===== config.mk =====
export PLATFORM = sky130hd
export DESIGN_NAME = wprune_lut
export DESIGN_NICKNAME = d
export VERILOG_FILES = /design/src/rtl/wprune_pkg.sv /design/src/rtl/wprune_rank.sv /design/src/rtl/wprune_store.sv /design/src/rtl/wprune_expand.sv /design/src/rtl/wprune_lut.sv
export SDC_FILE = /design/constraint.sdc
export NUM_CORES = 1
export LEC_CHECK = 0
export CAP_MARGIN = 0
export CORE_MARGIN = 5
export CORE_UTILIZATION = 25
export CTS_CLUSTER_DIAMETER = 120
export CTS_CLUSTER_SIZE = 20
export DETAILED_ROUTE_END_ITERATION = 12
export PLACE_DENSITY = 0.4
export SLEW_MARGIN = 20
export SYNTH_ARGS = -nofsm -noshare
export SYNTH_HDL_FRONTEND = slang
export SYNTH_SLANG_ARGS = --single-unit

===== constraint.sdc =====
create_clock -name clk -period 4.4 [get_ports clk]
set_clock_uncertainty 0.15 [all_clocks]
set_input_delay 0.66 -clock clk [delete_from_list [all_inputs] [get_ports clk]]
set_output_delay 0.66 -clock clk [all_outputs]
set_load 0.03 [all_outputs]

===== src/rtl/wprune_pkg.sv =====
package wprune_pkg;

   // binomial coefficient n choose k, zero outside 0..n
   function automatic int unsigned binom(input int n, input int k);
      int unsigned res;
      if (k < 0 || k > n) return 0;
      res = 1;
      for (int j = 1; j <= k; j++) res = res * (n - k + j) / j;
      return res;
   endfunction

   // number of n-bit values with at most r set bits
   function automatic int unsigned cum_binom(input int n, input int r);
      int unsigned s;
      s = 0;
      for (int j = 0; j <= r; j++) s += binom(n, j);
      return s;
   endfunction

endpackage


===== src/rtl/wprune_rank.sv =====
module wprune_rank
   import wprune_pkg::*;
#(
   parameter int ADDR_W = 8,
   parameter int MAX_WT = 3,
   parameter int DEPTH  = cum_binom(ADDR_W, MAX_WT),
   parameter int RANK_W = (DEPTH > 1) ? $clog2(DEPTH) : 1
) (
   input  logic [ADDR_W-1:0] addr,
   output logic [RANK_W-1:0] rank,
   output logic              over
);

   generate
      if (MAX_WT >= ADDR_W) begin : g_full
         // every pattern is kept; the dense slot is the pattern itself
         assign rank = RANK_W'(addr);
         assign over = 1'b0;
      end else begin : g_pruned
         always_comb begin : rank_calc
            int unsigned ones_v;
            int unsigned acc_v;
            ones_v = 0;
            acc_v  = 0;
            // walk from the top bit; each set bit counts the kept
            // values that agree above it and hold a zero in its place
            for (int i = ADDR_W - 1; i >= 0; i--) begin
               if (addr[i]) begin
                  for (int r = 0; r <= MAX_WT; r++) begin
                     if (ones_v == MAX_WT - r) acc_v += cum_binom(i, r);
                  end
                  ones_v++;
               end
            end
            over = (ones_v > MAX_WT);
            rank = RANK_W'(acc_v);
         end
      end
   endgenerate

endmodule


===== src/rtl/wprune_store.sv =====
module wprune_store #(
   parameter int PACK_W = 16,
   parameter int DEPTH  = 93,
   parameter int RANK_W = 7,
   parameter int PTR_W  = 7
) (
   input  logic              clk,
   input  logic              rst_n,
   input  logic              load_en,
   input  logic              load_valid,
   input  logic [PACK_W-1:0] load_data,
   input  logic              rd_en,
   input  logic [RANK_W-1:0] rd_idx,
   output logic [PACK_W-1:0] rd_data
);

   logic [PACK_W-1:0] mem [DEPTH];
   logic [PTR_W-1:0]  wr_ptr;
   logic              wr_fire;

   initial begin
      if (PTR_W < $clog2(DEPTH + 1))
         $error("wprune_store: PTR_W too narrow for DEPTH");
      if ((1 << RANK_W) < DEPTH)
         $error("wprune_store: RANK_W too narrow for DEPTH");
   end

   assign wr_fire = load_en && load_valid && (wr_ptr < PTR_W'(DEPTH));

   // load position: parked at zero outside load mode, saturates at DEPTH
   always_ff @(posedge clk or negedge rst_n) begin
      if (!rst_n)       wr_ptr <= '0;
      else if (!load_en) wr_ptr <= '0;
      else if (wr_fire)  wr_ptr <= wr_ptr + 1'b1;
   end

   always_ff @(posedge clk) begin
      if (wr_fire) mem[wr_ptr[RANK_W-1:0]] <= load_data;
   end

   // storage is read only for kept patterns
   always_ff @(posedge clk) begin
      if (rd_en) rd_data <= mem[rd_idx];
   end


   ptr_bound_chk: assert property (@(posedge clk) disable iff (!rst_n)
      wr_ptr <= PTR_W'(DEPTH));


   rd_range_chk: assert property (@(posedge clk) disable iff (!rst_n)
      rd_en |-> (rd_idx < RANK_W'(DEPTH)));

endmodule


===== src/rtl/wprune_expand.sv =====
module wprune_expand #(
   parameter int PACK_W  = 16,
   parameter int ENTRY_W = 36,
   parameter int IDX_W   = 5,
   parameter int SLOTS   = 3
) (
   input  logic [PACK_W-1:0]  pack,
   output logic [ENTRY_W-1:0] word,
   output logic               more
);

   localparam int MORE_BIT = SLOTS * IDX_W;
   localparam logic [IDX_W-1:0] EMPTY = '1;

   initial begin
      if (PACK_W < MORE_BIT + 1)
         $error("wprune_expand: PACK_W cannot hold SLOTS positions and marker");
   end

   logic [ENTRY_W-1:0] slot_bits [SLOTS];

   genvar s;
   generate
      for (s = 0; s < SLOTS; s++) begin : g_slot
         logic [IDX_W-1:0] pos;
         assign pos = pack[s*IDX_W +: IDX_W];
         assign slot_bits[s] = (pos == EMPTY) ? '0
                             : (ENTRY_W'(1) << pos);
      end
   endgenerate

   always_comb begin
      word = '0;
      for (int k = 0; k < SLOTS; k++) word |= slot_bits[k];
   end

   assign more = pack[MORE_BIT];

endmodule


===== src/rtl/wprune_lut.sv =====
module wprune_lut
   import wprune_pkg::*;
#(
   parameter int ADDR_W  = 8,
   parameter int MAX_WT  = 3,
   parameter int ENTRY_W = 36,
   parameter int IDX_W   = 5,
   parameter int SLOTS   = 3,
   parameter int PACK_W  = 16
) (
   input  logic               clk,
   input  logic               rst_n,
   input  logic               req_valid,
   output logic               req_ready,
   input  logic [ADDR_W-1:0]  req_addr,
   output logic               rsp_valid,
   output logic [ENTRY_W-1:0] rsp_word,
   output logic               rsp_more,
   output logic               rsp_uncorr,
   input  logic               load_en,
   input  logic               load_valid,
   input  logic [PACK_W-1:0]  load_data
);

   localparam int DEPTH  = cum_binom(ADDR_W, MAX_WT);
   localparam int RANK_W = (DEPTH > 1) ? $clog2(DEPTH) : 1;
   localparam int PTR_W  = $clog2(DEPTH + 1);

   initial begin
      if (MAX_WT < 0 || ADDR_W < 1)
         $error("wprune_lut: bad ADDR_W / MAX_WT");
      if (DEPTH > 4096)
         $error("wprune_lut: DEPTH too large for inferred storage");
   end

   logic              fire;
   logic [RANK_W-1:0] rank;
   logic              over;
   logic              s1_valid, s1_over;
   logic [RANK_W-1:0] s1_rank;
   logic              s2_valid, s2_over;
   logic [PACK_W-1:0] rd_data;
   logic [ENTRY_W-1:0] exp_word;
   logic              exp_more;

   assign req_ready = !load_en;
   assign fire      = req_valid && req_ready;

   wprune_rank #(
      .ADDR_W (ADDR_W), .MAX_WT (MAX_WT), .DEPTH (DEPTH), .RANK_W (RANK_W)
   ) u_rank (
      .addr (req_addr), .rank (rank), .over (over)
   );

   // stage 1: slot number and weight verdict
   always_ff @(posedge clk or negedge rst_n) begin
      if (!rst_n) begin
         s1_valid <= 1'b0;
         s1_over  <= 1'b0;
         s1_rank  <= '0;
      end else begin
         s1_valid <= fire;
         s1_over  <= over;
         s1_rank  <= rank;
      end
   end

   wprune_store #(
      .PACK_W (PACK_W), .DEPTH (DEPTH), .RANK_W (RANK_W), .PTR_W (PTR_W)
   ) u_store (
      .clk (clk), .rst_n (rst_n),
      .load_en (load_en), .load_valid (load_valid), .load_data (load_data),
      .rd_en (s1_valid && !s1_over), .rd_idx (s1_rank), .rd_data (rd_data)
   );

   // stage 2: read data arrives alongside the verdict
   always_ff @(posedge clk or negedge rst_n) begin
      if (!rst_n) begin
         s2_valid <= 1'b0;
         s2_over  <= 1'b0;
      end else begin
         s2_valid <= s1_valid;
         s2_over  <= s1_over;
      end
   end

   wprune_expand #(
      .PACK_W (PACK_W), .ENTRY_W (ENTRY_W), .IDX_W (IDX_W), .SLOTS (SLOTS)
   ) u_expand (
      .pack (rd_data), .word (exp_word), .more (exp_more)
   );

   assign rsp_valid  = s2_valid;
   assign rsp_uncorr = s2_valid && s2_over;
   assign rsp_word   = (s2_valid && !s2_over) ? exp_word : '0;
   assign rsp_more   = s2_valid && !s2_over && exp_more;


   accept_stage_chk: assert property (@(posedge clk) disable iff (!rst_n)
      fire |=> s1_valid);


   rsp_timing_chk: assert property (@(posedge clk) disable iff (!rst_n)
      s1_valid |=> rsp_valid);


   no_spurious_rsp_chk: assert property (@(posedge clk) disable iff (!rst_n)
      !s1_valid |=> !rsp_valid);


   load_holdoff_chk: assert property (@(posedge clk) disable iff (!rst_n)
      load_en |-> !req_ready);


   idle_quiet_chk: assert property (@(posedge clk) disable iff (!rst_n)
      !rsp_valid |-> (rsp_word == '0 && !rsp_more && !rsp_uncorr));


   sparse_word_chk: assert property (@(posedge clk) disable iff (!rst_n)
      rsp_valid |-> ($countones(rsp_word) <= SLOTS));

endmodule


==> qor_table.md, run 1 <==
| Item | Value | Unit |
|:---|:---|:---|
| Largest net degree at the start of global routing | 94 | - |
| Metal2 WL | 81.7 | mm |
| Critical Path AT | 8.60 | ns |
| GR Overflow Total | 0 | - |
| Failing checks | negative setup slack | - |
| Buf+Inv Stages, Crit Path | 5 | - |
| Initial antenna violation count | 19 | - |
| Cell family with most CP delay | adder cells | - |
| Wire per inst | 25.2 | µm |
| Total power | 40.9 | mW |
| Boundary pin count | 69 | - |
| Post-route minimum period | 8.15 | ns |
| Hold Path Class | input port to asynchronous set/reset pin | - |
| Post-layout util | 29.8 | % |
| First-pass GRT wire length | 251 | mm |
| PnR worst setup slack | -3.75 | ns |
| Worst slew margin relative to its limit | 27.3 | % |
| Cells after DPL | 6773 | - |
| Category of the most critical setup path | input port to flop | - |
| Power share of the clock group | 20.5 | % |
| DP HPWL | 105 | mm |
| Count of buffers inserted at the top-level ports | 63 | - |
| Die Area | 263000 | µm² |
| Synth area leader | edfxtp_1 | - |
| Avg Cell Area, Syn | 20.3 | µm² |
| Layout cells sized above 1 | 36.5 | % |
| CTS Buffer Depth | 3 | - |
| Sequential share of the synthesized area | 72.1 | % |
| Unrepaired setup endpoints after global routing | yes | - |
| Internal power component | 27.6 | mW |
| Number of distinct library cells after synthesis | 101 | - |
| Worst-path fanout max | 6 | - |
| Cell type with the highest occurrence count on the critical path | ha_4 | - |
| Number of standard cells in the final layout excluding fillers | 6985 | - |
| Via count of the first global-routing pass | 33100 | - |
| Row Count | 184 | - |
| Status | complete, but fails checks | - |
| Final-layout setup total negative slack | -23.66 | ns |
| Period Utilization, post-route | 185 | % |
| Setup violations, final | 8 | - |
| Yosys synthesis warning count | 0 | - |
| Slowest stage cell, crit path | fa_2 | - |
| Count of antenna-violating nets left after detailed routing | 0 | - |
| Root cell of the clock tree | clkbuf_16 | - |
| Overall routing resource usage | 13.2 | % |
| Total iterations of the first detailed-routing run | 5 | - |
| Power dissipated by switching net loads | 13.3 | mW |
| Final count of pins violating max slew | 0 | - |
| Total vias in the final route | 31800 | - |
| Routed wire length | 176 | mm |
| Initial Util | 25.2 | % |
| First DRT Iteration DRCs | 2827 | - |
| Most frequent cells after synthesis | 1504 x edfxtp_1, 480 x mux4_2, 164 x nor2_1 | - |
| Number of cells produced by synthesis | 3120 | - |
| H-tree depth | 3 | - |
| Global placer's final weighted congestion | 0.788 | - |
| Leak pwr | 23.3 | nW |
| Clock sink count | 1522 | - |
| Number of clock buffers inserted by TritonCTS | 86 | - |
| Width of the chip | 513 | µm |
| Number of nets at the end of the flow | 3675 | - |
| Routed length on met1 | 83.3 | mm |
| Total of flip-flops plus latches after synthesis | 1522 | - |
| Delay of the slowest cell on the worst path | 0.64 | ns |
| DRC errors left | 0 | - |
| Synth top area share | 71.4 | % |
| Layout fillers | 24500 | - |
| Total power density per cell area | 546 | nW/µm² |
| Area added between synthesis and finish | 18.3 | % |
| Total non-filler cell area in the finished layout | 74900 | µm² |
| Fraction of power consumed by combinational cells | 39.2 | % |
| Category of the worst setup path launch point | input port | - |
| Core area | 252000 | µm² |
| Leading post-synthesis cells by cell area | edfxtp_1 71%, mux4_2 17%, nor2_1 0.97%, ha_1 0.93%, nand2_1 0.81% | - |
| Required @ worst endpoint | 4.85 | ns |
| Cell area after synthesis | 63300 | µm² |
| F_max | 123 | MHz |
| Top-count cell post-synth | edfxtp_1 | - |
| Critical Path Sink Type | flop | - |
| Instance area after placement | 71100 | µm² |
| Maximum vdd drop | 0.424 | mV |
| Switching fraction of total power | 32.6 | % |
| Transition time at the pin with the least slew margin | 1.09 | ns |
| TritonCTS clock tree | done | - |
| Synth async-reset ratio | 1.18 | % |
| Primary FF master, synth | edfxtp_1 | - |
| Sequential cell fraction of total power | 40.3 | % |
| CTS clock-pin slew for the worst setup and hold paths | 0.09 | ns |
| Top Metal Used | met4 | - |
| Via count normalized by instance count | 4.55 | - |
| Clock latency reported for the late side of the worst-skew pair | 0.72 | ns |
| Met3 routed wirelength | 7.86 | mm |
| Die Height | 513 | µm |
| Max-cap violations | 0 | - |
| Final hold vios | 0 | - |
| Count of flip-flops with a built-in enable after synthesis | 1504 | - |
==> layout by cell type (no fill, tap or decap), types with 13 or more instances in the layout <==
| master | Yosys | routed |
|---|---|---|
| mux2i_1 | 33 | 31 |
| nor2b_1 | 27 | 25 |
| o21ai_0 | 31 | 26 |
| and3_1 | 19 | 17 |
| a22oi_1 | 19 | 19 |
| nor2_2 | 1 | 94 |
| inv_1 | 36 | 29 |
| nand2_1 | 136 | 127 |
| clkdlybuf4s50_1 | 0 | 44 |
| xor2_1 | 21 | 17 |
| dfrtp_1 | 18 | 13 |
| a21oi_1 | 74 | 69 |
| nand3_1 | 38 | 33 |
| buf_6 | 2 | 28 |
| clkbuf_1 | 110 | 23 |
| buf_4 | 8 | 455 |
| nor3_1 | 23 | 20 |
| mux4_2 | 480 | 480 |
| edfxtp_1 | 1504 | 1504 |
| nand4_1 | 16 | 16 |
| a32oi_1 | 13 | 13 |
| xnor2_1 | 44 | 33 |
| ha_1 | 47 | 32 |
| clkbuf_16 | 0 | 89 |
| nor2_1 | 164 | 68 |
| buf_12 | 0 | 25 |
==> worst paths after layout <==
kind,startpoint,slack [ns],end,depth (start not counted)
min reg2reg,s1_over,0.37,s2_over,0
max reg2reg,s1_rank[0],0.79,u_store.rd_data[3],7
min,rst_n,0.20,rsp_valid,2
max in group asynchronous,rst_n,3.56,s1_rank[3],2
max,req_addr[6],-3.75,s1_rank[6],44
min in group clk,load_data[4],0.28,u_store.mem[58][4],1
==> registers in the layout, summed over array words and instances (netlist names) <==
signal           flops
rsp_valid            1
s1_over              1
s1_rank              7
s1_valid             1
s2_over              1
u_store.mem       1488
u_store.rd_data     16
u_store.wr_ptr       7
==> metal layers <==
layer / track usage, % / vias to the layer above
li1: - / 13800
met1: 19.1 / 17300
met2: 20.9 / 587
met3: 2.42 / 143
met4: 2.35 / 0
met5: 0 / -
==> kinds of logic after synthesis <==
| kind of cell | share of synthesized area (%) |
|---|---|
| DFF | 72.1 |
| muxes | 17.7 |
| and+or+nand+nor | 3.78 |
| AOI/OAI and AO/OA | 2.67 |
| buffers and inverters | 1.31 |
| xor gates and xnor gates | 1.40 |
| adders and majority gates | 1.02 |
| other | 0.00592 |
==> timing repair <==
action                                  in CTS  in global routing
resized for setup                           98                 37
hold endpoints to repair                     0                  0
buffers inserted                            81                  7
pin swaps                                   55                 38
endpoints found under the setup margin       8                  8
hold buffers                                 0                  0
==> per-stage QoR <==
step	setup slack (ns)	hold WS (ns)
detailed placement	-5.13	0.372
finish	-3.75	0.196
global route	-4.12	0.187
CTS	-3.83	0.145
floorplan	-4.35	0.197
global placement	-5.05	0.382
==> final cells by class <==
| cell class | count | area [µm²] | share of cell area (%) |
|---|---|---|---|
| flip-flops and latches | 1522 | 45600 | 61.0 |
| multi-input cells | 1396 | 17800 | 23.8 |
| repair buffers | 554 | 4700 | 6.28 |
| well taps | 3348 | 4190 | 5.60 |
| clock buffers | 113 | 2330 | 3.11 |
| inverters | 37 | 144 | 0.192 |
| clock inverters | 5 | 51.3 | 0.0685 |
| diodes | 10 | 25.0 | 0.0334 |
==> power groups by stage <==
stage               clock network, mW  registers [mW]  logic, mW
finish                           8.37            16.5       16.0
global route                     9.27            16.5       17.2
CTS                              8.74            16.5       16.0
detailed placement                  0            16.8       15.3
global placement                    0            16.8       15.3
floorplan                           0            16.5       9.27
Note: power is estimated with default switching activity, not from simulation.
==> run 2, diff against run 1 <==
--- a/config.mk
+++ b/config.mk
@@ -7,11 +7,11 @@
 export LEC_CHECK = 0
 export CAP_MARGIN = 0
 export CORE_MARGIN = 5
-export CORE_UTILIZATION = 25
+export CORE_UTILIZATION = 55
 export CTS_CLUSTER_DIAMETER = 120
 export CTS_CLUSTER_SIZE = 20
 export DETAILED_ROUTE_END_ITERATION = 12
-export PLACE_DENSITY = 0.4
+export PLACE_DENSITY = 0.72
 export SLEW_MARGIN = 20
 export SYNTH_ARGS = -nofsm -noshare
 export SYNTH_HDL_FRONTEND = slang
==> constraint.sdc (replaced) <==
create_clock -name clk -period 7.66 [get_ports clk]
set_clock_uncertainty 0.15 [all_clocks]
set_input_delay 1.149 -clock clk [delete_from_list [all_inputs] [get_ports clk]]
set_output_delay 1.149 -clock clk [all_outputs]
set_load 0.03 [all_outputs]
==> run 2 against run 1 <==
Against the previous run:
- the run still ends with negative setup slack left
- sequential share of layout area is 3.2 points higher
- clock power is 44% lower
- first-iteration DRC count is 43% higher
- utilization is 32 points higher
- die area is 54% lower
- final area is 5.1% lower
- sequential power is 42% lower
- non-clock buffer count is 99 lower
- cell count is 28% lower
- largest cell class unchanged
==> qor_table.md, run 2 (same netlist as run 1, synthesis figures left out) <==
| Item | Value | Unit |
|:---|:---|:---|
| Status | complete, but fails checks | - |
| Failing checks | negative setup slack | - |
| Most common cell after layout, fill and taps aside | edfxtp_1 | - |
| Via count normalized by instance count | 6.42 | - |
| Critical Path AT | 9.30 | ns |
| Delay of the slowest cell on the worst path | 0.65 | ns |
| Root cell of the clock tree | clkbuf_16 | - |
| Category of the most critical setup path | input port to flop | - |
| Total vias in the final route | 32300 | - |
| Clock sink count | 1522 | - |
| GR Overflow Total | 0 | - |
| First-pass GRT wire length | 215 | mm |
| Period Utilization, post-route | 116 | % |
| Overall routing resource usage | 24.0 | % |
| Clock latency reported for the late side of the worst-skew pair | 0.68 | ns |
| Number of clock buffers inserted by TritonCTS | 87 | - |
| Total iterations of the first detailed-routing run | 5 | - |
| F_max | 113 | MHz |
| CTS clock-pin slew for the worst setup and hold paths | 0.08 | ns |
| Slowest stage cell, crit path | fa_2 | - |
| Worst hold stages | 0 | - |
| Cells after DPL | 4891 | - |
| Global placer's final weighted congestion | 0.855 | - |
| Row Count | 124 | - |
| Cell type with the highest occurrence count on the critical path | ha_4 | - |
| Transition time at the pin with the least slew margin | 1.24 | ns |
| Footprint of the multi-input gates | 17300 | µm² |
| Largest net degree at the start of global routing | 163 | - |
| Hold path start | s1_over | - |
| Boundary pin count | 69 | - |
| Count of antenna-violating nets left after detailed routing | 0 | - |
| Number of cells traversed by the worst register-to-register path | 6 | - |
| Category of the worst setup path launch point | input port | - |
| Critical Path Sink Type | flop | - |
| TritonCTS clock tree | done | - |
| PnR worst setup slack | -1.22 | ns |
| Hold Path Class | flop to flop | - |
| Final hold vios | 0 | - |
| H-tree depth | 3 | - |
| Leak pwr | 22.6 | nW |
| Die Area | 122000 | µm² |
| Instance area after placement | 68000 | µm² |
| Wire per inst | 29.0 | µm |
| Maximum vdd drop | 0.308 | mV |
| Routed wire length | 146 | mm |
| Post-route minimum period | 8.88 | ns |
| Minimum setup slack among reg-to-reg paths | 3.58 | ns |
| Required @ worst endpoint | 8.08 | ns |
| Layout fillers | 7698 | - |
| Total non-filler cell area in the finished layout | 71100 | µm² |
| Max-cap violations | 0 | - |
| DP HPWL | 87.0 | mm |
| Footprint of the flip-flops and latches | 45600 | µm² |
| Hold-fix buffer count after cts | 0 | - |
| Initial Util | 55.4 | % |
| Reg-to-reg endpoint | u_store.rd_data[4] | - |
| End point of the most critical hold path | s2_over | - |
| Width of the chip | 349 | µm |
| Commonest cells after routing, fill and taps aside | 1504 x edfxtp_1, 480 x mux4_2, 384 x buf_4, 163 x nor2_1, 129 x nand2_1 | - |
| Setup violations, final | 6 | - |
| Reg2reg start | s1_rank[0] | - |
| Unrepaired setup endpoints after global routing | yes | - |
| Total power density per cell area | 314 | nW/µm² |
| Number of nets at the end of the flow | 3577 | - |
| Initial antenna violation count | 2 | - |
| Smallest hold slack | 0.266 | ns |
| DRC errors left | 0 | - |
| Worst-path fanout max | 5 | - |
| First DRT Iteration DRCs | 4041 | - |
| Max reg flops | 1488 | - |
| Via count of the first global-routing pass | 32400 | - |
| Pre-CTS setup slack | -2.43 | ns |
| Area added between synthesis and finish | 12.3 | % |
| Worst slew margin relative to its limit | 17.3 | % |
| CTS Buffer Depth | 3 | - |
| Count of buffers inserted at the top-level ports | 63 | - |
| Core area | 114000 | µm² |
| Final count of pins violating max slew | 0 | - |
| Die Height | 349 | µm |
| Number of standard cells in the final layout excluding fillers | 5039 | - |
| Layout cells sized above 1 | 31.8 | % |
[run 2: cell count changes in the layout (fill, tap and decap cells not counted), moves of 4 or more]
cell      change
buf_2        +13
buf_12       -17
buf_4        -71
diode_2       -9
xnor2_2       +4
buf_6        -23
xnor2_4       -7
clkbuf_1      -5
nor2_1       +95
nor2_2       -93
[run 2: routing by layer]
layer | up-vias | track usage (%) | wire, µm
li1 | 13600 | - | -
met1 | 17100 | 36.0 | 58800
met3 | 203 | 4.48 | 12900
met4 | 0 | 6.44 | 4200
met5 | - | 0 | 0
met2 | 1428 | 37.0 | 70000
[run 2: final cells by class]
class | instances | area share, %
Tap cell | 1512 | 2.66
Multi-Input combinational cell | 1396 | 24.4
Clock inverter | 8 | 0.183
Antenna cell | 1 | 0.00352
Clock buffer | 108 | 3.26
Inverter | 37 | 0.206
Timing Repair Buffer | 455 | 5.10
Sequential cell | 1522 | 64.2
[run 2: worst max-delay path, delay by kind of cell]
kind            cells  cell delay [ns]
xor+xnor            6             1.21
fa+ha+maj          10             2.83
compound gates     11             1.29
simple gates       10             1.87
mux                 2             0.45
buf+inv             6             0.51
[run 2: worst max path at each step]
stage                           start         end  slack (ns)
after global placement    req_addr[7]  s1_rank[6]       -2.16
after detailed placement  req_addr[7]  s1_rank[6]       -2.43
after CTS                 req_addr[5]  s1_rank[6]       -1.34
after global routing      req_addr[6]  s1_rank[4]       -1.63
final                     req_addr[6]  s1_rank[4]       -1.22
after floorplan           req_addr[7]  s1_rank[6]       -1.58
[run 2: power by group]
group	internal, mW	switching (mW)	leakage (nW)	total [mW]
combinational	4.07	4.06	7.70	8.13
clock	2.15	2.52	1.19	4.67
sequential	9.25	0.289	13.7	9.54
[run 2: per-stage QoR]
step / TNS [ns] / utilization, % / total power, mW
6_report: -5.08 / 62.2 / 22.3
5_1_grt: -7.24 / 62.2 / 23.3
3_3_place_gp: -11.33 / 59.5 / 17.4
2_1_floorplan: -7.28 / - / 14.8
3_5_place_dp: -12.61 / 59.5 / 17.5
4_1_cts: -5.32 / 61.9 / 22.3
[run 2: what timing repair did]
action,4_1_cts,5_1_grt
setup endpoints to repair,6,6
pin swaps,34,44
endpoints found under the hold margin,0,0
setup buffers,24,7
gates resized for setup,36,51
